<file path="src/rtl/esb_pkg.sv">
package esb_pkg;

  typedef enum logic [2:0] {
    OP_TRIG   = 3'd0,
    OP_EOI    = 3'd1,
    OP_QUERY  = 3'd2,
    OP_SET    = 3'd3,
    OP_INJECT = 3'd4
  } esbOp_e;

  // control-to-datapath strobes
  typedef struct packed {
    logic       fire;
    logic       bad;
    logic       isLoad;
    logic       esc;
    esbOp_e     op;
    logic [1:0] setVal;
  } esbStrobe_t;

  // {notify, next state}
  function automatic logic [2:0] pqTrigger(logic [1:0] pq);
    case (pq)
      2'b00:   return {1'b1, 2'b10};
      2'b10:   return {1'b0, 2'b11};
      default: return {1'b0, pq};
    endcase
  endfunction

  function automatic logic [2:0] pqEoi(logic [1:0] pq);
    case (pq)
      2'b10:   return {1'b0, 2'b00};
      2'b11:   return {1'b1, 2'b10};
      default: return {1'b0, pq};
    endcase
  endfunction

endpackage

</file>
<file path="src/rtl/esb_ctrl.sv">
module esb_ctrl
  import esb_pkg::*;
#(
  parameter int ADDR_W     = 20,
  parameter int PAGE_SHIFT = 12,
  parameter int NUM_QUEUES = 12,
  parameter int IDX_W      = 4
) (
  input  logic              reqValid,
  input  logic              reqWrite,
  input  logic [3:0]        reqBytes,
  input  logic [ADDR_W-1:0] reqAddr,
  input  logic [NUM_QUEUES-1:0] qEnable,
  output esbStrobe_t        strobe,
  output logic [IDX_W-1:0]  qIdx
);

  localparam int FIELD_W = ADDR_W - PAGE_SHIFT - 1;

  generate
    if (PAGE_SHIFT != 12 && PAGE_SHIFT != 16) begin : g_badShift
      $error("page shift must be 12 or 16");
    end
    if (FIELD_W < IDX_W) begin : g_badWidth
      $error("address too narrow for the queue count");
    end
  endgenerate

  logic [FIELD_W-1:0] fullIdx;
  logic [11:0]        offset;
  logic               inRange;
  logic               enabled;
  logic               escPage;
  logic               unusedAddr;

  assign fullIdx    = reqAddr[ADDR_W-1:PAGE_SHIFT+1];
  assign qIdx       = fullIdx[IDX_W-1:0];
  assign offset     = reqAddr[11:0];
  assign escPage    = reqAddr[PAGE_SHIFT];
  assign unusedAddr = ^reqAddr;
  assign inRange    = ({{(32-FIELD_W){1'b0}}, fullIdx} < 32'(NUM_QUEUES));

  always_comb begin
    enabled = 1'b0;
    for (int i = 0; i < NUM_QUEUES; i++) begin
      if (qIdx == IDX_W'(i)) enabled = qEnable[i];
    end
  end

  always_comb begin
    strobe        = '0;
    strobe.fire   = reqValid;
    strobe.isLoad = !reqWrite;
    strobe.esc    = escPage;
    strobe.setVal = offset[9:8];
    strobe.bad    = !inRange || !enabled || (reqBytes != 4'd8);
    if (!reqWrite) begin
      case (offset[11:10])
        2'b00, 2'b01: strobe.op = OP_EOI;
        2'b10:        strobe.op = OP_QUERY;
        default:      strobe.op = OP_SET;
      endcase
    end else begin
      case (offset[11:10])
        2'b00: strobe.op = OP_TRIG;
        2'b01: strobe.op = OP_EOI;
        2'b10: begin
          strobe.op = OP_INJECT;
          if (escPage) strobe.bad = 1'b1;
        end
        default: begin
          strobe.op  = OP_TRIG;
          strobe.bad = 1'b1;
        end
      endcase
    end
  end

endmodule

</file>
<file path="src/rtl/esb_datapath.sv">
module esb_datapath
  import esb_pkg::*;
#(
  parameter int NUM_QUEUES = 12,
  parameter int IDX_W      = 4
) (
  input  logic             clk,
  input  logic             rstN,
  input  esbStrobe_t       strobe,
  input  logic [IDX_W-1:0] qIdx,
  output logic             rspValid,
  output logic             rspErr,
  output logic [63:0]      rspData,
  output logic             notifyValid,
  output logic [IDX_W-1:0] notifyQueue,
  output logic             notifyEsc
);

  logic [1:0]       pqMem [NUM_QUEUES][2];
  logic [IDX_W-1:0] safeIdx;
  logic [1:0]       oldPq;
  logic [1:0]       newPq;
  logic [1:0]       loadVal;
  logic             ntf;
  logic             accept;
  logic [2:0]       stepRes;

  assign accept  = strobe.fire && !strobe.bad;
  assign safeIdx = strobe.bad ? '0 : qIdx;
  assign oldPq   = pqMem[safeIdx][strobe.esc];

  always_comb begin
    newPq   = oldPq;
    ntf     = 1'b0;
    loadVal = oldPq;
    stepRes = '0;
    case (strobe.op)
      OP_TRIG: begin
        stepRes = pqTrigger(oldPq);
        {ntf, newPq} = stepRes;
      end
      OP_EOI: begin
        stepRes = pqEoi(oldPq);
        {ntf, newPq} = stepRes;
        loadVal = {1'b0, stepRes[2]};
      end
      OP_SET:    newPq = strobe.setVal;
      OP_INJECT: ntf = 1'b1;
      default:   ;
    endcase
  end

  always_ff @(posedge clk) begin
    if (!rstN) begin
      for (int q = 0; q < NUM_QUEUES; q++) begin
        for (int p = 0; p < 2; p++) pqMem[q][p] <= 2'b00;
      end
    end else if (accept && newPq != oldPq) begin
      pqMem[safeIdx][strobe.esc] <= newPq;
    end
  end

  always_ff @(posedge clk) begin
    if (!rstN) begin
      rspValid    <= 1'b0;
      rspErr      <= 1'b0;
      rspData     <= '0;
      notifyValid <= 1'b0;
      notifyQueue <= '0;
      notifyEsc   <= 1'b0;
    end else begin
      rspValid    <= strobe.fire;
      rspErr      <= strobe.fire && strobe.bad;
      notifyValid <= accept && ntf;
      notifyQueue <= qIdx;
      notifyEsc   <= strobe.esc;
      if (strobe.fire && strobe.bad && strobe.isLoad) rspData <= '1;
      else if (accept && strobe.isLoad)               rspData <= {62'd0, loadVal};
      else                                            rspData <= '0;
    end
  end


  rsp_follows_req_chk: assert property (@(posedge clk) disable iff (!rstN)
    strobe.fire |=> rspValid);

  no_spurious_rsp_chk: assert property (@(posedge clk) disable iff (!rstN)
    !strobe.fire |=> !rspValid);

  err_has_rsp_chk: assert property (@(posedge clk) disable iff (!rstN)
    rspErr |-> rspValid);

  err_no_notify_chk: assert property (@(posedge clk) disable iff (!rstN)
    rspErr |-> !notifyValid);

  query_silent_chk: assert property (@(posedge clk) disable iff (!rstN)
    (accept && strobe.op == OP_QUERY) |=> !notifyValid);

  notify_in_rsp_chk: assert property (@(posedge clk) disable iff (!rstN)
    notifyValid |-> rspValid);

endmodule

</file>
<file path="src/rtl/esb_mmio_ctrl.sv">
module esb_mmio_ctrl
  import esb_pkg::*;
#(
  parameter int ADDR_W     = 20,
  parameter int PAGE_SHIFT = 12,
  parameter int NUM_QUEUES = 12,
  localparam int IDX_W     = $clog2(NUM_QUEUES)
) (
  input  logic                  clk,
  input  logic                  rstN,
  input  logic [NUM_QUEUES-1:0] qEnable,
  input  logic                  reqValid,
  input  logic                  reqWrite,
  input  logic [3:0]            reqBytes,
  input  logic [ADDR_W-1:0]     reqAddr,
  output logic                  rspValid,
  output logic                  rspErr,
  output logic [63:0]           rspData,
  output logic                  notifyValid,
  output logic [IDX_W-1:0]      notifyQueue,
  output logic                  notifyEsc
);

  esbStrobe_t       strobe;
  logic [IDX_W-1:0] qIdx;

  esb_ctrl #(
    .ADDR_W(ADDR_W), .PAGE_SHIFT(PAGE_SHIFT),
    .NUM_QUEUES(NUM_QUEUES), .IDX_W(IDX_W)
  ) i_ctrl (
    .reqValid(reqValid), .reqWrite(reqWrite), .reqBytes(reqBytes),
    .reqAddr(reqAddr), .qEnable(qEnable), .strobe(strobe), .qIdx(qIdx)
  );

  esb_datapath #(.NUM_QUEUES(NUM_QUEUES), .IDX_W(IDX_W)) i_dp (
    .clk(clk), .rstN(rstN), .strobe(strobe), .qIdx(qIdx),
    .rspValid(rspValid), .rspErr(rspErr), .rspData(rspData),
    .notifyValid(notifyValid), .notifyQueue(notifyQueue), .notifyEsc(notifyEsc)
  );


  bad_size_load_chk: assert property (@(posedge clk) disable iff (!rstN)
    (reqValid && !reqWrite && reqBytes != 4'd8) |=> (rspErr && rspData == '1));

  esc_inject_refused_chk: assert property (@(posedge clk) disable iff (!rstN)
    (reqValid && reqWrite && reqAddr[PAGE_SHIFT] && reqAddr[11:10] == 2'b10)
      |=> (rspErr && !notifyValid));

endmodule

</file>
<file path="config.mk">
export PLATFORM = sky130hd
export DESIGN_NAME = esb_mmio_ctrl
export DESIGN_NICKNAME = d
export VERILOG_FILES = /design/src/rtl/esb_pkg.sv /design/src/rtl/esb_ctrl.sv /design/src/rtl/esb_datapath.sv /design/src/rtl/esb_mmio_ctrl.sv
export SDC_FILE = /design/constraint.sdc
export NUM_CORES = 1
export LEC_CHECK = 0
export BUFFER_PORTS_ARGS = -buffer_cell sky130_fd_sc_hd__buf_2
export CORE_MARGIN = 4
export CORE_UTILIZATION = 50
export CTS_CLUSTER_DIAMETER = 50
export DETAILED_ROUTE_END_ITERATION = 16
export GPL_ROUTABILITY_DRIVEN = 0
export HOLD_SLACK_MARGIN = 0.08
export PLACE_DENSITY = 0.76
export SLEW_MARGIN = 20
export SYNTH_ARGS = -nofsm -noshare
export SYNTH_HDL_FRONTEND = slang
export SYNTH_SLANG_ARGS = --single-unit
</file>
<file path="constraint.sdc">
create_clock -name clk -period 5.38 [get_ports clk]
set_input_delay 0.538 -clock clk [delete_from_list [all_inputs] [get_ports clk]]
set_output_delay 0.538 -clock clk [all_outputs]
set_load 0.005 [all_outputs]
</file>
==> impl_metrics.toml <==
[critical_path]
r2r_slack_ns = 2.12
crit_type = "in2reg"
startpoint_type = "input port"
r2r-start = "i_dp.pqMem[5][3]$_SDFFCE_PN0P_"
reg2regPathDepth = 8
cp_slowest_cell = "o41ai_4"
cp_top_family = "simple AND/OR/NAND/NOR gates"
crit_path_max_incr_delay_ns = 0.59
arrival_ns = 4.33
crit_fanout = 34
crit_chain = "buf_2 -> nand2_1 -> or2_1 -> o211ai_4 -> or3_1 -> mux2i_1 -> o41ai_4 -> mux2_4 -> nor2_4 -> buf_4 -> o21ai_1"
path_buf_inv = 2
critical_path.endpoint_type = "flop"
r2r_end = "i_dp.pqMem[4][2]$_SDFFCE_PN0P_"
worstPathRequired_ns = 5.43

[placed_design]
hpwlAfterDp_um = 7040
io_buffers = 103

[clock_tree]
clkLatencyLatePin_ns = 0.35
cts.htree.levels = 3
cts_buffer_depth = 2
post_cts_buffers = 0
cts_tree = "done"
cts_resized = 0
hold_buffers = 0
cts_buffers = 9
numClockSinks = 59
clk_pin_slew_ns = 0.07
cts-root-buf = "clkbuf_8"

[global_route]
busiest_layer = "met2"
grt_pass1_wl_um = 15700
gr-usage-met3_pct = 4.64
grt_max_degree = 63
grt_usage_pct = 19.9
antenna_found_initial = 0
gr-usage-met2_pct = 32.1
met1_usage_pct = 25.6
grt_pass1_vias = 3173
grt_overflow = 0

[run_status]
status = "complete, no violations"

[routing]
drc = 0
wl_um = 10200
first_pass_iters = 5
postRouteAntennaNets = 0
detailedRoute.firstIterationViolations = 304
viasPerCell = 5.94
wl_per_cell_um = 18.2
vias = 3308

[sta]
setup_violations = 0
finalHoldViolations = 0
grt_setup_unrepaired = "no"
tightest_slew_ns = 0.671
slew_headroom_pct = 55.3
clock.fmax_ghz = 0.234
post-route-min-period_ns = 4.28
setup_tns_ns = 0
skew_ns = 0.00741
drv_slew = 0
period_share_pct = 79.5

[synth]
synth_top_area_share_pct = 33.4
synth.area.top_cells = "edfxtp_1 33%, buf_4 11%, dfxtp_1 5.1%, nor2_1 3.4%, nand2_1 2.9%"
syn-num-nets = 462
yosysTopAreaCell = "edfxtp_1"
ys_warn_count = 0
ys_seq_area_share_pct = 38.5
netlist-cell-type-count = 68
synthArstFlopShare_pct = 0
syn_area_per_cell_um2 = 10.2
ys.flop_type = "edfxtp_1"
syn_area_um2 = 4320
ys_ff_latch = 59
syn_inst = 422
synth-edff-count = 48

[layout]
drive_above_1_share_pct = 42.3
area_delta_synth_final_pct = 4.64
nNetsFinal = 487
n_fill_cell = 724
n_antenna_cell = 0
post-route-util_pct = 54.4

[worst_hold_path]
worstHoldEndpoint = "i_dp.rspData[0]$_SDFF_PN0_"
worst_hold_startpoint = "reqWrite"
hold_path_depth = 2
hold_path_class = "in2reg"

[power_and_ir_drop]
irDropWorstVdd_v = 0.000168
total_power_mw = 1.09
p_leak_nw = 1.76
pwr_density_cell_nw_per_um2 = 242

[floorplanning]
die_y_um = 101
row_count = 33
die_x_um = 101
core-area_um2 = 8300
io_pins = 112
initial_core_util_pct = 52.0
die-area_um2 = 10200

[flow_run]
drv_cap = 0
## metrics by stage
stage | instances | area [um^2] | hold slack [ns] | setup WS, ns
global placement | 541 | 4330 | 0.914 | 0.944
detailed placement | 541 | 4330 | 0.914 | 0.806
CTS | 557 | 4520 | 0.588 | 1.16
finish | 557 | 4520 | 0.609 | 1.10
global route | 557 | 4520 | 0.600 | 0.878
floorplan | 422 | 4320 | 0.785 | 1.88
## Yosys cell counts (10+ instances only)
cell and number:
a21oi_1 10, buf_4 65, buf_6 10, clkbuf_1 12, dfxtp_1 11, edfxtp_1 48
mux2i_1 11, nand2_1 33, nor2_1 39, nor3_1 13, nor3_2 12, nor4_1 15
o21ai_2 10
## worst register-to-register path: cells and delay by family, from the launching register on
kind / cells / cell delay [ns]
AO/OA/AOI/OAI: 4 / 1.11
multiplexers: 2 / 1.09
buffers and inverters: 1 / 0.29
AND/OR/NAND/NOR: 1 / 0.08
flip-flops: 1 / 0.38
## cell type report
cell class / instances / area [um^2] / share of cell area (%)
Clock buffer: 15 / 186 / 4.13
Clock inverter: 1 / 5.00 / 0.111
Inverter: 6 / 22.5 / 0.498
Multi-Input combinational cell: 262 / 1950 / 43.1
Sequential cell: 59 / 1660 / 36.8
Tap cell: 105 / 131 / 2.91
Timing Repair Buffer: 109 / 561 / 12.4
## registers in the layout, summed over array words and instances (netlist names)
signal and cells:
i_dp.notifyValid 1, i_dp.rspData 3, i_dp.pqMem 48, i_dp.rspErr 1
i_dp.notifyQueue 4, i_dp.rspValid 1, i_dp.notifyEsc 1
## placed cells by master (no fill, tap or decap), types with 3 or more instances in the layout
cell type	instances
nor4_2	8
nor4_1	15
nor3_1	13
o21ai_1	8
nor3_2	12
nand2b_1	6
and2_1	6
buf_4	6
o211ai_1	4
nand2_1	33
clkbuf_8	13
nor4b_2	8
nand4_1	3
mux2_2	3
nor2_1	39
buf_2	103
o21ai_0	9
mux4_2	4
mux2i_1	11
a21oi_1	10
edfxtp_1	48
o21ai_2	10
nand3_1	7
o31ai_2	6
dfxtp_1	10
a31oi_1	3
o22ai_1	3
inv_1	5
## cells by family (layout without fill, tap and decap cells)
logic type	Yosys count	in the layout	synth area share (%)
buffers and inverters	101	131	16.4
DFF	59	59	38.5
AOI/OAI and AO/OA	79	79	15.9
and+or+nand+nor	164	164	23.5
muxes	19	19	5.77
## report_power, final
| part | leakage, nW | internal (mW) | switching, mW |
|---|---|---|---|
| combinational | 1.08 | 0.0637 | 0.126 |
| sequential | 0.586 | 0.508 | 0.00771 |
| clock | 0.0997 | 0.217 | 0.170 |
## how the worst max path moves through the flow
stage	from	to	slack [ns]	depth (start not counted)
2_1_floorplan	reqAddr[17]	i_dp.pqMem[0][0]$_SDFFCE_PN0P_	1.88	11
3_3_place_gp	reqAddr[13]	i_dp.pqMem[4][1]$_SDFFCE_PN0P_	0.94	11
3_5_place_dp	reqAddr[13]	i_dp.pqMem[10][2]$_SDFFCE_PN0P_	0.81	11
4_1_cts	reqAddr[13]	i_dp.pqMem[10][2]$_SDFFCE_PN0P_	1.16	11
5_1_grt	reqAddr[13]	i_dp.pqMem[10][2]$_SDFFCE_PN0P_	0.88	11
6_report	reqAddr[13]	i_dp.pqMem[10][3]$_SDFFCE_PN0P_	1.10	11
## layer usage
metal	vias to the layer above	routed length, um
li1	1551	-
met3	27	941
met1	1535	4050
met2	195	4970
met4	0	190
met5	-	0
(Power assumes the default switching activity.)
